<file path="config.mk">
export PLATFORM = sky130hd
export DESIGN_NAME = uart_regbank
export DESIGN_NICKNAME = d
export VERILOG_FILES = /design/src/rtl/uart_regbank_pkg.sv /design/src/rtl/uart_addr_decode.sv /design/src/rtl/uart_line_status.sv /design/src/rtl/uart_regbank.sv
export SDC_FILE = /design/constraint.sdc
export NUM_CORES = 1
export LEC_CHECK = 0
export ABC_CLOCK_PERIOD_IN_PS = 4700
export BUFFER_PORTS_ARGS = -buffer_cell sky130_fd_sc_hd__buf_2
export CAP_MARGIN = 15
export CORE_UTILIZATION = 50
export CTS_BUF_LIST = sky130_fd_sc_hd__clkbuf_8
export DETAILED_ROUTE_END_ITERATION = 12
export PLACE_DENSITY = 0.78
export SYNTH_ARGS = -nofsm -noshare
export SYNTH_HDL_FRONTEND = slang
export SYNTH_SLANG_ARGS = --single-unit
export TNS_END_PERCENT = 20
</file>
<file path="constraint.sdc">
create_clock -name clk -period 4.7 [get_ports clk]
set_input_delay 0.47 -clock clk [delete_from_list [all_inputs] [get_ports clk]]
set_output_delay 0.47 -clock clk [all_outputs]
set_load 0.05 [all_outputs]
</file>
<file path="src/rtl/uart_regbank_pkg.sv">
package uart_regbank_pkg;
  localparam int ADDR_W = 3;

  localparam logic [ADDR_W-1:0] OFS_DATA = 3'd0;
  localparam logic [ADDR_W-1:0] OFS_IEN  = 3'd1;
  localparam logic [ADDR_W-1:0] OFS_IDF  = 3'd2;
  localparam logic [ADDR_W-1:0] OFS_LCTL = 3'd3;
  localparam logic [ADDR_W-1:0] OFS_MCTL = 3'd4;
  localparam logic [ADDR_W-1:0] OFS_LST  = 3'd5;
  localparam logic [ADDR_W-1:0] OFS_MST  = 3'd6;
  localparam logic [ADDR_W-1:0] OFS_SCR  = 3'd7;

  typedef enum logic [3:0] {
    SEL_NONE,
    SEL_DATA,
    SEL_IEN,
    SEL_IDF,
    SEL_LCTL,
    SEL_MCTL,
    SEL_LST,
    SEL_MST,
    SEL_SCR,
    SEL_DIV_LO,
    SEL_DIV_HI,
    SEL_FEAT
  } reg_sel_e;
endpackage

</file>
<file path="src/rtl/uart_addr_decode.sv">
module uart_addr_decode
  import uart_regbank_pkg::*;
#(
  parameter int DATA_W = 8,
  parameter logic [DATA_W-1:0] EXT_KEY = 8'hBF
) (
  input  logic [ADDR_W-1:0] addr,
  input  logic [DATA_W-1:0] lctl,
  output reg_sel_e          sel
);
  logic div_open;
  logic ext_open;

  assign div_open = lctl[DATA_W-1];
  assign ext_open = (lctl == EXT_KEY);

  always_comb begin
    sel = SEL_NONE;
    unique case (addr)
      OFS_DATA: sel = div_open ? SEL_DIV_LO : SEL_DATA;
      OFS_IEN:  sel = div_open ? SEL_DIV_HI : SEL_IEN;
      OFS_IDF:  sel = ext_open ? SEL_FEAT   : SEL_IDF;
      OFS_LCTL: sel = SEL_LCTL;
      OFS_MCTL: sel = SEL_MCTL;
      OFS_LST:  sel = SEL_LST;
      OFS_MST:  sel = SEL_MST;
      OFS_SCR:  sel = ext_open ? SEL_NONE   : SEL_SCR;
      default:  sel = SEL_NONE;
    endcase
  end
endmodule

</file>
<file path="src/rtl/uart_line_status.sv">
module uart_line_status #(
  parameter int DATA_W = 8
) (
  input  logic              clk,
  input  logic              rst,
  input  logic              rx_valid,
  input  logic [DATA_W-1:0] rx_byte,
  input  logic              rbr_read,
  input  logic              thr_write,
  input  logic [DATA_W-1:0] thr_data,
  input  logic              tx_ready,
  input  logic              tx_idle,
  output logic [DATA_W-1:0] rbr_q,
  output logic [DATA_W-1:0] lst_q,
  output logic              tx_load,
  output logic [DATA_W-1:0] tx_byte
);
  logic data_rdy;
  logic hold_empty;
  logic shift_idle;

  always_ff @(posedge clk) begin
    if (rst) begin
      data_rdy   <= 1'b0;
      hold_empty <= 1'b1;
      shift_idle <= 1'b1;
      rbr_q      <= '0;
      tx_load    <= 1'b0;
      tx_byte    <= '0;
    end else begin
      shift_idle <= tx_idle;
      tx_load    <= thr_write;
      if (thr_write) begin
        tx_byte    <= thr_data;
        hold_empty <= 1'b0;
      end else if (tx_ready) begin
        hold_empty <= 1'b1;
      end
      if (rx_valid) begin
        rbr_q    <= rx_byte;
        data_rdy <= 1'b1;
      end else if (rbr_read) begin
        data_rdy <= 1'b0;
      end
    end
  end

  always_comb begin
    lst_q    = '0;
    lst_q[0] = data_rdy;
    lst_q[5] = hold_empty;
    lst_q[6] = shift_idle;
  end
endmodule

</file>
<file path="src/rtl/uart_regbank.sv">
module uart_regbank
  import uart_regbank_pkg::*;
#(
  parameter int DATA_W = 8,
  parameter logic [DATA_W-1:0] EXT_KEY = 8'hBF
) (
  input  logic                clk,
  input  logic                rst,
  input  logic [ADDR_W-1:0]   reg_addr,
  input  logic                wr_en,
  input  logic [DATA_W-1:0]   wr_data,
  input  logic                rd_en,
  output logic [DATA_W-1:0]   rd_data,
  input  logic                rx_valid,
  input  logic [DATA_W-1:0]   rx_byte,
  input  logic                tx_ready,
  input  logic                tx_idle,
  output logic                tx_load,
  output logic [DATA_W-1:0]   tx_byte,
  input  logic [DATA_W-1:0]   modem_status_in,
  output logic [2*DATA_W-1:0] divisor,
  output logic [DATA_W-1:0]   line_ctrl,
  output logic [DATA_W-1:0]   modem_ctrl,
  output logic                auto_cts,
  output logic                auto_rts,
  output logic                fifo_enable,
  output logic                fifo_deep,
  output logic                rx_fifo_clr,
  output logic                tx_fifo_clr
);
  localparam int DIV_W = 2 * DATA_W;

  reg_sel_e          sel;
  logic [DATA_W-1:0] ien_q, lctl_q, mctl_q, scr_q, dlo_q, dhi_q, feat_q;
  logic [DATA_W-1:0] rbr_q, lst_q, idf_val, rd_mux;
  logic              fen_q, fdeep_q;

  uart_addr_decode #(.DATA_W(DATA_W), .EXT_KEY(EXT_KEY)) u_dec (
    .addr (reg_addr),
    .lctl (lctl_q),
    .sel  (sel)
  );

  uart_line_status #(.DATA_W(DATA_W)) u_lst (
    .clk       (clk),
    .rst       (rst),
    .rx_valid  (rx_valid),
    .rx_byte   (rx_byte),
    .rbr_read  (rd_en && sel == SEL_DATA),
    .thr_write (wr_en && sel == SEL_DATA),
    .thr_data  (wr_data),
    .tx_ready  (tx_ready),
    .tx_idle   (tx_idle),
    .rbr_q     (rbr_q),
    .lst_q     (lst_q),
    .tx_load   (tx_load),
    .tx_byte   (tx_byte)
  );

  always_ff @(posedge clk) begin
    if (rst) begin
      ien_q       <= '0;
      lctl_q      <= '0;
      mctl_q      <= '0;
      scr_q       <= '0;
      dlo_q       <= '0;
      dhi_q       <= '0;
      feat_q      <= '0;
      fen_q       <= 1'b0;
      fdeep_q     <= 1'b0;
      rx_fifo_clr <= 1'b0;
      tx_fifo_clr <= 1'b0;
    end else begin
      rx_fifo_clr <= 1'b0;
      tx_fifo_clr <= 1'b0;
      if (wr_en) begin
        unique case (sel)
          SEL_IEN:    ien_q  <= wr_data;
          SEL_LCTL:   lctl_q <= wr_data;
          SEL_MCTL:   mctl_q <= wr_data;
          SEL_SCR:    scr_q  <= wr_data;
          SEL_DIV_LO: dlo_q  <= wr_data;
          SEL_DIV_HI: dhi_q  <= wr_data;
          SEL_FEAT:   feat_q <= wr_data;
          SEL_IDF: begin
            fen_q       <= wr_data[0];
            rx_fifo_clr <= wr_data[1];
            tx_fifo_clr <= wr_data[2];
            if (lctl_q[DATA_W-1]) fdeep_q <= wr_data[5];
          end
          default: ;
        endcase
      end
    end
  end

  always_comb begin
    idf_val    = '0;
    idf_val[0] = 1'b1;
    idf_val[7] = fen_q;
    idf_val[6] = fen_q;
    idf_val[5] = fen_q & fdeep_q;
  end

  always_comb begin
    unique case (sel)
      SEL_DATA:   rd_mux = rbr_q;
      SEL_IEN:    rd_mux = ien_q;
      SEL_IDF:    rd_mux = idf_val;
      SEL_LCTL:   rd_mux = lctl_q;
      SEL_MCTL:   rd_mux = mctl_q;
      SEL_LST:    rd_mux = lst_q;
      SEL_MST:    rd_mux = modem_status_in;
      SEL_SCR:    rd_mux = scr_q;
      SEL_DIV_LO: rd_mux = dlo_q;
      SEL_DIV_HI: rd_mux = dhi_q;
      SEL_FEAT:   rd_mux = feat_q;
      default:    rd_mux = '0;
    endcase
  end

  always_ff @(posedge clk) begin
    if (rst)        rd_data <= '0;
    else if (rd_en) rd_data <= rd_mux;
  end

  assign divisor     = {dhi_q, dlo_q};
  assign line_ctrl   = lctl_q;
  assign modem_ctrl  = mctl_q;
  assign auto_cts    = feat_q[7];
  assign auto_rts    = feat_q[6];
  assign fifo_enable = fen_q;
  assign fifo_deep   = fdeep_q;

  logic [DIV_W-1:0] unused_div_w;
  assign unused_div_w = divisor;
endmodule

</file>
==> flow_summary.ini <==
[finish]
drive_gt1_frac = 0.235
layout.nets = 543
fin_util = 0.599
fill_cells = 720
syn2layout_area_growth_pct = 14.0
antennaDiodeCount = 0

[clock_tree]
postCtsSetupRepairBufs = 0
clk_path_buf_depth = 2
ctsHoldBuffers = 0
cts.sinks = 88
path_clk_slew_ns = 0.09
cts_buffers = 9
root_buffer = clkbuf_8
h-tree-depth = 3
cts_resized = 0
cts_tree = built
clk_latency_ns = 0.36

[synthesis]
synth_top_area_share = 0.430
yosysUniqueCellTypes = 61
synthArstFlopShare = 0
yosysWarnings = 0
ys_seq_elements = 88
seq_area_frac_synth = 0.430
synth_most_common_cell = dfxtp_1
syn_avg_cell_area_um2 = 9.17
synthTopCellsByArea = dfxtp_1 (43%), mux2i_1 (15%), nor2_1 (5.1%)
synth_edf_count = 0
synth_commonest_cells = dfxtp_1 (88), mux2i_1 (63), nor2_1 (56), nand2_1 (51), a21oi_1 (31)
syn-cell-area_um2 = 4100
syn-instance-count = 447
synth.largest_area_cell = dfxtp_1
syn_nets = 481
synthFlopType = dfxtp_1

[floorplanning]
die_y_um = 92.5
start_util = 0.525
die_w_um = 92.5
ios = 89
coreArea_um2 = 7810
fp-row-count = 32
dieArea_um2 = 8560

[worst_setup_path]
endpoint_kind = register
worstPathArrival_ns = 2.79
slowest_stage = dfxtp_1
path_max_fanout = 20
criticalPathCategory = reg2reg
worst_setup_path_start_kind = register
crit_buf_inv = 0
crit_chain = or3b_4 > nor3b_2 > mux2i_1 > nor2_1
crit_family = simple AND/OR/NAND/NOR gates
critPathRequiredTime_ns = 4.91
max_stage_delay_ns = 0.86

[routing]
remaining_drc_errors = 0
routedWlPerCell_um = 19.2
drt-pass1-iter-count = 7
drt_iter0_markers = 321
totalWireLength_mm = 11.9
dr_total_vias = 3617
vias_per_cell = 5.87
ant_nets = 0

[sta]
slew_violations = 0
finalCritPeriodShare = 0.548
finalSetupViolations = 0
tightest_slew_ns = 0.858
clock-skew-final_ns = 0.00720
fmax_ghz = 0.388
rsz0062_at_grt = false
slew_headroom = 0.428
finalHoldViolations = 0
fin_crit_ns = 2.57
fin_tns_setup_ns = 0

[placement]
gp_congestion = 0.953
port_buffers = 88
dpl.hpwl_mm = 8.29

[global_routing]
met2_usage = 0.412
track_usage = 0.284
grt-ovfl-total = 0
use_met3 = 0.0452
grt_use_met1 = 0.416
grt_pass1_wl_mm = 18.3
grt_antenna_before_repair = 0
grt.busiest_layer = met1
first_global_vias = 3368
grt_max_degree = 48

[flow_run]
drv_cap = 0

[power]
power_density_nw_per_um2 = 311
leakage_nw = 2.09
ir_drop_mv = 0.143

[hold_path]
min_path_type = in2reg

[run_status]
status = finished clean
[path summary, 6_finish.rpt]
check / startpoint / end / slack, ns / cells after the start
hold reg to reg: u_lst.tx_byte[6] / u_lst.tx_byte[6] / 0.46 / 2
setup / recovery: line_ctrl[7] / dlo_q[3] / 2.13 / 4
setup reg to reg: line_ctrl[7] / dlo_q[3] / 2.13 / 4
hold / removal: tx_idle / u_lst.shift_idle / 0.29 / 2
[layer usage]
layer | part of all wire | wire length (um)
met5 | 0 | 0
met4 | 0.024 | 284
met1 | 0.46 | 5500
met3 | 0.068 | 811
met2 | 0.44 | 5260
[registers in the layout, summed over array words and instances, names as in the netlist, 8 cells and up]
name and cells:
feat_q 8, modem_ctrl 8, ien_q 8, scr_q 8, dlo_q 8, u_lst.tx_byte 8
u_lst.rbr_q 8, line_ctrl 8, rd_data 8, dhi_q 8
[placed cells by master, fill, tap and decap left out, types with 6 or more instances in the layout]
cell / n
nor2b_1: 6
nor2_1: 56
nand2_1: 51
clkbuf_8: 9
nand3_1: 19
a21oi_1: 31
mux2i_1: 63
buf_2: 88
o21ai_0: 7
dfxtp_1: 88
[power by group]
part           total, W  switching [W]  internal [W]
Sequential     0.000773      0.0000124      0.000760
Combinational  0.000157       0.000109     0.0000480
Clock          0.000524       0.000278      0.000246
[metrics by stage]
| step | power, W | setup WS (ns) | hold WS, ns | area [um^2] | std cells |
|---|---|---|---|---|---|
| after floorplan | 0.000900 | 2.72 | 0.451 | 4100 | 447 |
| after global placement | 0.000942 | 2.29 | 0.442 | 4480 | 600 |
| after detailed placement | 0.000944 | 2.13 | 0.445 | 4480 | 600 |
| after CTS | 0.00146 | 2.14 | 0.275 | 4670 | 616 |
| after global routing | 0.00150 | 1.98 | 0.278 | 4670 | 616 |
| final | 0.00145 | 2.13 | 0.287 | 4670 | 616 |
[layout make-up]
type,instances,area [um^2],area share
clock buffers,9,124,0.0265
clock inverters,7,70.1,0.0150
inverters,5,18.8,0.00402
multi-input cells,316,2120,0.454
flip-flops and latches,88,1760,0.377
well taps,102,128,0.0273
repair buffers,89,448,0.0959
[kinds of logic after synthesis]
| logic type | count (synthesis) | share of synthesized area |
|---|---|---|
| mux | 66 | 0.165 |
| simple gates | 172 | 0.226 |
| buf+inv | 43 | 0.0519 |
| flops | 88 | 0.430 |
| compound gates | 78 | 0.127 |
Power figures use the tool's default switching activity.
